## src/rtl/sio_pkg.sv

```systemverilog
package sio_pkg;
  localparam int unsigned DATA_W = 32;
  localparam int unsigned CHAR_W = 8;
  localparam int unsigned LVL_W  = 6;

  // word index = addr[3:2]
  localparam logic [1:0] IDX_CTL  = 2'd0;
  localparam logic [1:0] IDX_RXD  = 2'd1;
  localparam logic [1:0] IDX_TXD  = 2'd2;
  localparam logic [1:0] IDX_STAT = 2'd3;

  localparam int unsigned B_LSEL = 14;
  localparam int unsigned B_EN   = 15;
  localparam int unsigned B_RXDE = 16;
  localparam int unsigned B_TXDE = 17;
  localparam int unsigned B_RXIE = 18;
  localparam int unsigned B_TXIE = 19;
  localparam int unsigned B_LOOP = 20;

  localparam logic [31:0] CTL_MASK = 32'h001F_D077;

  // sticky flag order inside status [4:0]
  localparam int unsigned NFLAG = 5;
  localparam logic [NFLAG-1:0] FLAG_HOLD = 5'b00011;

  typedef struct packed {
    logic [14:0]      rsvd_hi;
    logic [LVL_W-1:0] level;
    logic             tx_empty;
    logic             rsvd9;
    logic             rts;
    logic             cts;
    logic             tx_full;
    logic             rx_empty;
    logic             rx_st_err;
    logic             tx_err;
    logic             rx_ovr;
    logic             tx_pend;
    logic             rx_pend;
  } stat_t;
endpackage

```

## src/rtl/sio_fifo.sv

```systemverilog
module sio_fifo #(
  parameter int unsigned W     = 8,
  parameter int unsigned DEPTH = 16
) (
  input  logic                           clk_i,
  input  logic                           rst_ni,
  input  logic                           flush_i,
  input  logic                           push_i,
  input  logic [W-1:0]                   data_i,
  input  logic                           pop_i,
  output logic [W-1:0]                   data_o,
  output logic [$clog2(DEPTH+1)-1:0]     count_o,
  output logic                           empty_o,
  output logic                           full_o
);
  localparam int unsigned AW = $clog2(DEPTH);
  localparam int unsigned CW = $clog2(DEPTH+1);

  logic [W-1:0]  mem_q [DEPTH];
  logic [AW-1:0] wr_q, rd_q;
  logic [CW-1:0] cnt_q;
  logic          do_push, do_pop;

  assign empty_o = (cnt_q == '0);
  assign full_o  = (cnt_q == CW'(DEPTH));
  assign do_push = push_i && !full_o && !flush_i;
  assign do_pop  = pop_i && !empty_o && !flush_i;
  assign data_o  = mem_q[rd_q];
  assign count_o = cnt_q;

  always_ff @(posedge clk_i) begin
    if (do_push) mem_q[wr_q] <= data_i;
  end

  always_ff @(posedge clk_i or negedge rst_ni) begin
    if (!rst_ni) begin
      wr_q  <= '0;
      rd_q  <= '0;
      cnt_q <= '0;
    end else if (flush_i) begin
      wr_q  <= '0;
      rd_q  <= '0;
      cnt_q <= '0;
    end else begin
      if (do_push) wr_q <= wr_q + 1'b1;
      if (do_pop)  rd_q <= rd_q + 1'b1;
      case ({do_push, do_pop})
        2'b10:   cnt_q <= cnt_q + 1'b1;
        2'b01:   cnt_q <= cnt_q - 1'b1;
        default: cnt_q <= cnt_q;
      endcase
    end
  end
endmodule

```

## src/rtl/sio_flags.sv

```systemverilog
module sio_flags #(
  parameter int unsigned        NB   = 5,
  parameter logic [NB-1:0]      HOLD = '0
) (
  input  logic          clk_i,
  input  logic          rst_ni,
  input  logic          en_i,
  input  logic [NB-1:0] set_i,
  input  logic [NB-1:0] clr_i,
  output logic [NB-1:0] q_o
);
  for (genvar b = 0; b < NB; b++) begin : g_bit
    logic q;
    if (HOLD[b]) begin : g_held
      always_ff @(posedge clk_i or negedge rst_ni) begin
        if (!rst_ni)    q <= 1'b0;
        else if (!en_i) q <= 1'b0;
        else            q <= (q && !clr_i[b]) || set_i[b];
      end
    end else begin : g_free
      always_ff @(posedge clk_i or negedge rst_ni) begin
        if (!rst_ni) q <= 1'b0;
        else         q <= (q && !clr_i[b]) || set_i[b];
      end
    end
    assign q_o[b] = q;
  end
endmodule

```

## src/rtl/sio_reg_front.sv

```systemverilog
module sio_reg_front
  import sio_pkg::*;
#(
  parameter int unsigned ADDR_W   = 4,
  parameter int unsigned TX_DEPTH = 16,
  parameter int unsigned RX_DEPTH = 16
) (
  input  logic              clk_i,
  input  logic              rst_ni,
  input  logic              req_i,
  input  logic              we_i,
  input  logic [ADDR_W-1:0] addr_i,
  input  logic [31:0]       wdata_i,
  output logic [31:0]       rdata_o,
  output logic              irq_o,
  output logic [1:0]        cfg_len_o,
  output logic              cfg_stop2_o,
  output logic [2:0]        cfg_parity_o,
  output logic              cfg_flow_o,
  output logic              cfg_loop_o,
  output logic              cfg_en_o,
  output logic              rx_dma_en_o,
  output logic              tx_dma_en_o,
  output logic              tx_valid_o,
  output logic [7:0]        tx_data_o,
  input  logic              tx_take_i,
  input  logic              rx_valid_i,
  input  logic [7:0]        rx_data_i,
  input  logic              rx_err_i,
  input  logic              cts_i,
  input  logic              rts_i
);
  localparam int unsigned TCW = $clog2(TX_DEPTH+1);
  localparam int unsigned RCW = $clog2(RX_DEPTH+1);

  logic [31:0]      ctl_q;
  logic             hit, en;
  logic [1:0]       idx;
  logic             wr_ctl, wr_tx, wr_stat, rd_rx;
  logic [TCW-1:0]   tx_cnt;
  logic [RCW-1:0]   rx_cnt;
  logic             tx_empty, tx_full, rx_empty, rx_full;
  logic [7:0]       rx_head;
  logic             rx_push, ovr_set, txerr_set, rxst_set;
  logic [NFLAG-1:0] flag_set, flag_clr, flag_q;
  stat_t            stat;

  // access decode: word aligned, upper bits zero
  assign hit     = req_i && ((addr_i >> 4) == '0) && (addr_i[1:0] == 2'b00);
  assign idx     = addr_i[3:2];
  assign wr_ctl  = hit && we_i  && (idx == IDX_CTL);
  assign wr_tx   = hit && we_i  && (idx == IDX_TXD) && en;
  assign wr_stat = hit && we_i  && (idx == IDX_STAT);
  assign rd_rx   = hit && !we_i && (idx == IDX_RXD) && en;

  always_ff @(posedge clk_i or negedge rst_ni) begin
    if (!rst_ni)     ctl_q <= '0;
    else if (wr_ctl) ctl_q <= wdata_i & CTL_MASK;
  end

  assign en           = ctl_q[B_EN];
  assign cfg_len_o    = ctl_q[1:0];
  assign cfg_stop2_o  = ctl_q[2];
  assign cfg_parity_o = ctl_q[6:4];
  assign cfg_flow_o   = ctl_q[12];
  assign cfg_en_o     = en;
  assign cfg_loop_o   = ctl_q[B_LOOP];
  assign rx_dma_en_o  = ctl_q[B_RXDE];
  assign tx_dma_en_o  = ctl_q[B_TXDE];

  sio_fifo #(.W(CHAR_W), .DEPTH(TX_DEPTH)) u_tx_fifo (
    .clk_i   (clk_i),
    .rst_ni  (rst_ni),
    .flush_i (!en),
    .push_i  (wr_tx),
    .data_i  (wdata_i[CHAR_W-1:0]),
    .pop_i   (tx_take_i),
    .data_o  (tx_data_o),
    .count_o (tx_cnt),
    .empty_o (tx_empty),
    .full_o  (tx_full)
  );

  assign rx_push = rx_valid_i && en;

  sio_fifo #(.W(CHAR_W), .DEPTH(RX_DEPTH)) u_rx_fifo (
    .clk_i   (clk_i),
    .rst_ni  (rst_ni),
    .flush_i (!en),
    .push_i  (rx_push),
    .data_i  (rx_data_i),
    .pop_i   (rd_rx),
    .data_o  (rx_head),
    .count_o (rx_cnt),
    .empty_o (rx_empty),
    .full_o  (rx_full)
  );

  assign tx_valid_o = !tx_empty;

  assign ovr_set   = rx_push && rx_full;
  assign txerr_set = wr_tx && tx_full;
  assign rxst_set  = rx_push && rx_err_i;

  assign flag_set = {rxst_set, txerr_set, ovr_set, !tx_full, !rx_empty};
  assign flag_clr = wr_stat ? wdata_i[NFLAG-1:0] : '0;

  sio_flags #(.NB(NFLAG), .HOLD(FLAG_HOLD)) u_flags (
    .clk_i  (clk_i),
    .rst_ni (rst_ni),
    .en_i   (en),
    .set_i  (flag_set),
    .clr_i  (flag_clr),
    .q_o    (flag_q)
  );

  always_comb begin
    stat           = '0;
    stat.rx_pend   = flag_q[0];
    stat.tx_pend   = flag_q[1];
    stat.rx_ovr    = flag_q[2];
    stat.tx_err    = flag_q[3];
    stat.rx_st_err = flag_q[4];
    stat.rx_empty  = rx_empty;
    stat.tx_full   = tx_full;
    stat.cts       = cts_i;
    stat.rts       = rts_i;
    stat.tx_empty  = tx_empty;
    stat.level     = ctl_q[B_LSEL] ? LVL_W'(tx_cnt) : LVL_W'(rx_cnt);
  end

  always_comb begin
    rdata_o = '0;
    if (hit && !we_i) begin
      case (idx)
        IDX_CTL:  rdata_o = ctl_q;
        IDX_RXD:  rdata_o = rx_empty ? '0 : {24'd0, rx_head};
        IDX_STAT: rdata_o = stat;
        default:  rdata_o = '0;
      endcase
    end
  end

  assign irq_o = en && ((flag_q[0] && ctl_q[B_RXIE]) || (flag_q[1] && ctl_q[B_TXIE]));
endmodule

```

## config.mk

```make
export PLATFORM = sky130hd
export DESIGN_NAME = sio_reg_front
export DESIGN_NICKNAME = d
export VERILOG_FILES = /design/src/rtl/sio_pkg.sv /design/src/rtl/sio_fifo.sv /design/src/rtl/sio_flags.sv /design/src/rtl/sio_reg_front.sv
export SDC_FILE = /design/constraint.sdc
export NUM_CORES = 1
export LEC_CHECK = 0
export BUFFER_PORTS_ARGS = -buffer_cell sky130_fd_sc_hd__clkbuf_2
export CAP_MARGIN = 10
export CORE_UTILIZATION = 60
export DETAILED_ROUTE_END_ITERATION = 8
export PLACE_DENSITY = 0.85
export SLEW_MARGIN = 5
export SYNTH_ARGS = -nofsm -noshare
export SYNTH_HDL_FRONTEND = slang
export SYNTH_SLANG_ARGS = --single-unit
```

## constraint.sdc

```tcl
create_clock -name clk_i -period 3.3 [get_ports clk_i]
set_clock_uncertainty 0.2 [all_clocks]
set_input_delay 0.495 -clock clk_i [delete_from_list [all_inputs] [get_ports clk_i]]
set_output_delay 0.495 -clock clk_i [all_outputs]
set_load 0.02 [all_outputs]
```

==> results of run 1 <==
-- kinds of logic (layout without fill, tap and decap cells) --
family,after synthesis,in the layout
fa+ha+maj,14,14
xor+xnor,18,18
other cells,1,13
buf+inv,73,184
mux,102,102
simple gates,155,155
flops,301,301
compound gates,54,54
-- flip-flops by register name, indices dropped and copies added, names as in the netlist --
name and count:
u_tx_fifo.rd_q 4, u_tx_fifo.mem_q 128, u_rx_fifo.count_o 5, u_tx_fifo.wr_q 4, u_rx_fifo.mem_q 128, u_rx_fifo.rd_q 4
u_tx_fifo.count_o 5, ctl_q 14, u_rx_fifo.wr_q 4, u_flags.g_bit.q 5
-- routing by layer --
metal,routed length [µm],up-vias
met3,2730,113
li1,-,3017
met1,11000,3683
met4,1510,0
met5,0,-
met2,15400,520
-- power by group through the flow --
stage | Clock (µW) | Sequential (µW) | Combinational, µW
final | 3280 | 4270 | 448
after CTS | 3280 | 4260 | 433
after floorplan | 0 | 4320 | 272
after global routing | 3430 | 4270 | 477
after detailed placement | 0 | 4340 | 418
after global placement | 0 | 4330 | 400
-- Yosys cell counts, types with 11 or more instances --
cell type / n / area, µm²
mux2_2: 14 / 158
dfrtp_1: 45 / 1130
buf_2: 11 / 55.1
mux4_2: 80 / 1800
ha_1: 14 / 175
nand2_1: 35 / 131
and2_1: 25 / 156
buf_4: 19 / 143
o21ai_0: 11 / 55.1
inv_1: 13 / 48.8
nor2_1: 38 / 143
clkbuf_1: 23 / 86.3
edfxtp_1: 256 / 7690
-- worst max-delay path by stage --
stage	from	to	slack (ps)	cells after the start
after floorplan	we_i	u_rx_fifo.count_o[2]	410	9
after global placement	we_i	rdata_o[5]	280	8
after detailed placement	we_i	rdata_o[5]	230	8
after CTS	u_rx_fifo.rd_q[0]	rdata_o[0]	-80	7
after global routing	u_rx_fifo.rd_q[0]	rdata_o[5]	-90	6
final	u_rx_fifo.rd_q[0]	rdata_o[5]	-70	6
-- per-stage QoR --
step	cells	cell area, µm²	hold WS, ps
2_1_floorplan	729	12800	-0.591
3_3_place_gp	1048	13500	274
3_5_place_dp	1048	13500	294
4_1_cts	1114	14600	5.57
5_1_grt	1116	14700	17.7
6_report	1116	14700	15.8
-- layout by cell type (no fill, tap or decap), types with 5 or more instances in the layout --
cell / count
nand3_1: 6
buf_6: 9
mux4_2: 80
nor2_1: 38
o21ai_0: 6
ha_1: 14
a21oi_1: 9
clkbuf_2: 70
buf_4: 26
nand4_1: 5
nor3_1: 9
clkbuf_16: 30
dfrtp_1: 42
and2_1: 25
nor4_1: 5
mux2_2: 14
edfxtp_1: 256
clkbuf_1: 6
xnor2_1: 9
nand2_1: 30
dlygate4sd3_1: 8
inv_1: 13
and3_1: 9
xor2_1: 9
clkinv_1: 6
mux2i_1: 8
conb_1: 12
a22oi_1: 6
nand2_2: 5
-- cell type report --
type | count | area, µm²
Sequential cell | 301 | 8820
Clock buffer | 35 | 748
Tap cell | 275 | 344
Fill cell | 1234 | 6230
Timing Repair Buffer | 119 | 860
Multi-Input combinational cell | 355 | 3720
Antenna cell | 1 | 2.50
Clock inverter | 17 | 186
Inverter | 13 | 48.8
-- timing repair --
action | in CTS | in global routing
setup buffers | 4 | 2
resized for setup | 7 | 43
pin swaps | 0 | 6
endpoints found under the setup margin | 8 | 13
hold endpoints to repair | 38 | 0
hold buffers | 8 | 0
cloned | 2 | 1
==> summary.txt, run 1 <==
Status
  – Status: finished with violations
  – Failing checks: setup timing

Setup path
  – Most frequent CP cell: mux4_2
  – Worst path slowest cell: mux4_2
  – FF-to-FF path depth: 8
  – Worst r2r src: u_rx_fifo.count_o[1]
  – Crit Path Max Fanout: 8
  – Worst path buffer plus inverter count: 2
  – RR Endpoint: u_rx_fifo.count_o[2]
  – Critical Path End Type: output pin
  – Worst Path Required: 2600 ps
  – Arrival time at the worst endpoint: 2670 ps
  – Critical path class: reg2out
  – Element type at the critical path start: flip-flop
  – Top delay family on crit path: multiplexers
  – CP Cell Sequence: buf_16, mux4_2, mux4_2, nand2_2, nand3_4, buf_6
  – Max stage delay on crit path: 560 ps
  – FF-to-FF setup slack: 130 ps

Timing
  – Pins Over Slew Limit: 0
  – RSZ-0062 raised after global routing: true
  – Fin crit share: 102%
  – # setup viols final: 6
  – Post-route setup TNS: -178 ps
  – Highest clock rate: 0.297 GHz
  – Worst slew margin: 43.1%
  – Final Critical Period: 3370 ps
  – Final Hold Viols: 0
  – Least-Margin Pin Slew: 853 ps
  – Worst Slack Setup Final: -68.1 ps

Flow run
  – MaxCap Viol Count: 0

Logic synthesis
  – Post-synthesis mux area share: 15.9%
  – Largest family of logic cells by synthesized area: multiplexers
  – Synth warn: 0
  – Post-synth EDFFs: 256
  – Async SR Flop Fraction: 15.0%
  – Post-Synth Simple-Gate Area: 6.57%
  – Synth cell types: 59
  – Ys flop type: edfxtp_1
  – Post-synthesis adder-cell area fraction: 1.37%
  – Xor and xnor area share after synthesis: 1.23%
  – Yosys reg bits: 301
  – Mapped Area: 12800 µm²
  – Cells after synthesis: 718
  – Synth Area in Compound Gates: 3.15%
  – Sequential element share of the synthesized area: 68.9%
  – Syn avg cell area: 17.8 µm²

Place
  – GP Congestion: 0.939
  – DP HPWL: 18100 µm
  – Pre-CTS WS: 226 ps
  – # port buffers: 77

Global routing
  – Tot GR Track Use: 28.4%
  – GR Util met3: 4.85%
  – Vias in the first global route: 7419
  – Pin count of the biggest net entering global routing: 33
  – Global-route wire length before repair: 44900 µm
  – Gr ovfl total: 0
  – GRT Max-Usage Layer: met2
  – M2 GR Usage: 48.0%
  – Met1 GRT Util: 36.9%
  – Initial antenna violation count: 1

CTS
  – CTS H-tree depth: 1
  – Clk pin slew, worst setup/hold paths: 60 ps
  – Clock sink count: 301
  – CTS Buf Count: 28
  – CTS tree: built
  – Clock Tree Root: clkbuf_16
  – Max Root-Sink Buffers: 3
  – Worst-Skew Late Latency: 550 ps

Floorplan
  – IO Pins: 106
  – Die area: 21900 µm²
  – Rows: 53
  – Core area: 21000 µm²
  – Die Y: 148 µm
  – Die Wd: 148 µm
  – Initial cell density of the core: 61.1%

Route
  – WL/cell: 27.4 µm
  – Drt drc: 0
  – Post-DRT Antenna Nets: 0
  – Vias per cell: 6.57
  – Via count: 7333
  – Pre-Repair DR Iteration Count: 5
  – Drt total wl: 30600 µm
  – Iteration-0 DRC Markers: 738

Cells and area
  – Layout cells sized above 1: 32.3%
  – NumNets Final: 885
  – Fin util: 70.3%
  – Area grow syn2layout: 15.1%

Pwr
  – Sw Pwr: 1730 µW
  – Max VDD drop: 0.000451 V
  – Leak: 0.00507 µW
  – Internal power: 6270 µW
  – Gate power share: 5.6%
  – Power per cell area: 543 nW/µm²
  – Overall power: 7990 µW
  – Sw Share: 21.6%
  – Clock network fraction of design power: 41.0%
  – Sequential share of power: 53.4%

Min path
  – Hold path depth: 2
  – HP Class: in2reg
  – Hold path start: wdata_i[19]
  – Worst Hold End: ctl_q[19]
No activity file was read; power rests on OpenSTA's default activity.
==> inputs of run 2 (changes only) <==
MAX_ROUTING_LAYER = met4   (was unset)
==> run 2 against run 1 <==
Total power is 3.9% higher. Sequential cell count did not move. Critical path type unchanged. The run still ends with setup timing left. Via count grew 2.3%. Sequential share of layout area is 0.52 points lower. Sequential power barely moved. Maximum frequency shrank 0.23%. Wire length rose by 6.6%. Highest routed layer unchanged. Critical path depth increased by 1. Largest cell class unchanged. Global-route usage grew 2.4 points.
==> summary.txt, run 2 (same netlist as run 1, synthesis figures left out) <==
Status
  – Status: finished with violations (unchanged)
  – Failing checks: setup timing (unchanged)

Place
  – # port buffers: 77 (unchanged)
  – GP Congestion: 0.934 (was 0.939)
  – Pre-CTS WS: 210 ps (was 226 ps)
  – Placed Instances: 1046 (was 1048)
  – Area after DPL: 13500 µm² (about the same)
  – DP HPWL: 18500 µm (was 18100 µm)

CTS
  – Clock sink count: 301 (unchanged)
  – Worst-Skew Late Latency: 550 ps (about the same)
  – CTS tree: built (unchanged)
  – CTS Buf Count: 30 (was 28)
  – Clk pin slew, worst setup/hold paths: 70 ps (was 60 ps)
  – Max Root-Sink Buffers: 3 (unchanged)
  – Clock Tree Root: clkbuf_16 (unchanged)
  – CTS H-tree depth: 1 (unchanged)

Min path
  – Hold path start: rx_err_i (was wdata_i[19])
  – HP Class: in2reg (unchanged)
  – Worst Hold End: u_flags.g_bit[4].q (was ctl_q[19])
  – Hold path depth: 2 (unchanged)

Cells and area
  – Area grow syn2layout: 16.1% (was 15.1%)
  – Design area: 14900 µm² (was 14700 µm²)
  – NumNets Final: 887 (was 885)
  – Commonest non-fill, non-tap cell in the layout: edfxtp_1 (unchanged)
  – Most frequent cells in the layout: edfxtp_1 (256), mux4_2 (80), clkbuf_2 (69) (was edfxtp_1 (256), mux4_2 (80), clkbuf_2 (70))
  – Layout Cells excl Fill: 1119 (was 1116)
  – Diode count: 0 (was 1)
  – Largest regs: u_rx_fifo.mem_q x128, u_tx_fifo.mem_q x128, ctl_q x14 (unchanged)
  – Layout cells sized above 1: 33.4% (was 32.3%)

Route
  – Via count: 7501 (was 7333)
  – Wire length on met2: 17200 µm (was 15400 µm)
  – Iteration-0 DRC Markers: 979 (was 738)
  – Drt drc: 0 (unchanged)
  – Post-DRT Antenna Nets: 0 (unchanged)
  – Met1 wire length: 11200 µm (was 11000 µm)
  – Pre-Repair DR Iteration Count: 5 (unchanged)
  – Metal3 WL: 3080 µm (was 2730 µm)
  – Drt total wl: 32600 µm (was 30600 µm)
  – WL/cell: 29.1 µm (was 27.4 µm)
  – Max layer used: met4 (unchanged)
  – Vias per cell: 6.70 (was 6.57)

Timing
  – RSZ-0062 raised after global routing: true (unchanged)
  – # setup viols final: 5 (was 6)
  – Final Critical Period: 3380 ps (was 3370 ps)
  – Least-Margin Pin Slew: 823 ps (was 853 ps)
  – Fin crit share: 102% (about the same)
  – Worst Slack Setup Final: -75.8 ps (was -68.1 ps)
  – Worst slew margin: 44.6% (was 43.1%)
  – Highest clock rate: 0.296 GHz (was 0.297 GHz)
  – Pins Over Slew Limit: 0 (unchanged)
  – Final Hold Viols: 0 (unchanged)

Setup path
  – Worst path buffer plus inverter count: 3 (was 2)
  – Worst path slowest cell: mux4_2 (unchanged)
  – FF-to-FF setup slack: 260 ps (was 130 ps)
  – Element type at the critical path start: flip-flop (unchanged)
  – Max stage delay on crit path: 520 ps (was 560 ps)
  – Worst Path Required: 2600 ps (about the same)
  – Worst r2r src: u_rx_fifo.count_o[1] (unchanged)
  – Critical path class: reg2out (unchanged)
  – Crit Path Max Fanout: 7 (was 8)
  – CP Cell Sequence: buf_6, buf_16, mux4_2, mux4_2, nand2_2, nand3_4, buf_6 (was buf_16, mux4_2, mux4_2, nand2_2, nand3_4, buf_6)
  – FF-to-FF path depth: 8 (unchanged)
  – RR Endpoint: u_rx_fifo.count_o[2] (unchanged)
  – Arrival time at the worst endpoint: 2680 ps (was 2670 ps)
  – Top delay family on crit path: multiplexers (unchanged)
  – Critical Path End Type: output pin (unchanged)

Floorplan
  – Die Wd: 148 µm (unchanged)
  – Die Y: 148 µm (unchanged)
  – Core area: 21000 µm² (unchanged)
  – IO Pins: 106 (unchanged)
  – Rows: 53 (unchanged)
  – Die area: 21900 µm² (unchanged)
  – Initial cell density of the core: 61.1% (unchanged)

Pwr
  – Gate power share: 5.4% (was 5.6%)
  – Sequential share of power: 51.4% (was 53.4%)
  – Max VDD drop: 0.000522 V (was 0.000451 V)
  – Sw Share: 22.1% (was 21.6%)
  – Power per cell area: 559 nW/µm² (was 543 nW/µm²)
  – Internal power: 6470 µW (was 6270 µW)
  – Overall power: 8300 µW (was 7990 µW)
  – Clock network fraction of design power: 43.3% (was 41.0%)
  – Leak: 0.00514 µW (was 0.00507 µW)
  – Sw Pwr: 1830 µW (was 1730 µW)

Flow run
  – MaxCap Viol Count: 0 (unchanged)

Global routing
  – Initial antenna violation count: 0 (was 1)
  – Global-route wire length before repair: 46700 µm (was 44900 µm)
  – Pin count of the biggest net entering global routing: 35 (was 33)
  – Gr ovfl total: 0 (unchanged)
  – Vias in the first global route: 7439 (was 7419)
  – Tot GR Track Use: 30.9% (was 28.4%)
==> run 2: routing by layer <==
| metal | track usage (%) | up-vias |
|---|---|---|
| li1 | - | 3027 |
| met1 | 38.7 | 3844 |
| met4 | 10.0 | 0 |
| met3 | 4.01 | 83 |
| met5 | - | - |
| met2 | 52.5 | 547 |
==> run 2: timing repair <==
item	in CTS	in global routing
gates resized for setup	4	38
buffers inserted	4	0
hold buffers	9	0
gates cloned	1	3
endpoints found under the hold margin	38	0
setup endpoints to repair	8	12
pin swaps	0	6
==> run 2: final cells by class <==
| cell class | instances | area [µm²] |
|---|---|---|
| Clock buffer | 42 | 888 |
| Inverter | 13 | 48.8 |
| Clock inverter | 14 | 159 |
| Sequential cell | 301 | 8820 |
| Fill cell | 1221 | 6100 |
| Timing Repair Buffer | 119 | 893 |
| Multi-Input combinational cell | 355 | 3710 |
| Tap cell | 275 | 344 |
==> run 2: power groups by stage <==
stage | Clock, µW | Sequential [µW] | Combinational (µW)
2_1_floorplan | 0 | 4320 | 272
3_3_place_gp | 0 | 4330 | 402
3_5_place_dp | 0 | 4340 | 419
4_1_cts | 3570 | 4260 | 432
5_1_grt | 3720 | 4270 | 474
6_report | 3590 | 4270 | 445
==> run 2: worst max-delay path by stage <==
stage                           start                    to  slack (ps)  cells past startpoint
finish              u_rx_fifo.rd_q[0]            rdata_o[5]         -80                      7
global route        u_rx_fifo.rd_q[0]            rdata_o[7]        -110                      6
CTS                 u_rx_fifo.rd_q[0]            rdata_o[2]         -90                      6
detailed placement               we_i            rdata_o[5]         210                      8
global placement                 we_i            rdata_o[5]         270                      8
floorplan                        we_i  u_rx_fifo.count_o[2]         410                      9
==> run 2: stage by stage <==
step	utilization [%]	setup TNS, ps	hold slack (ps)
final	70.9	-259	13.0
after global routing	70.9	-460	1.02
after CTS	70.1	-452	7.08
after detailed placement	64.4	0	293
after global placement	64.4	0	273
after floorplan	-	0	-0.591
==> run 2: worst reg2reg max path, delay by kind of cell, from the launching register on <==
| kind | cells | cell delay, ps |
|---|---|---|
| multiplexers | 1 | 240 |
| XOR/XNOR | 1 | 80 |
| AND/OR/NAND/NOR | 3 | 1440 |
| AO/OA/AOI/OAI | 2 | 310 |
| adder cells (fa/ha/maj) | 1 | 230 |
| flip-flops | 1 | 480 |
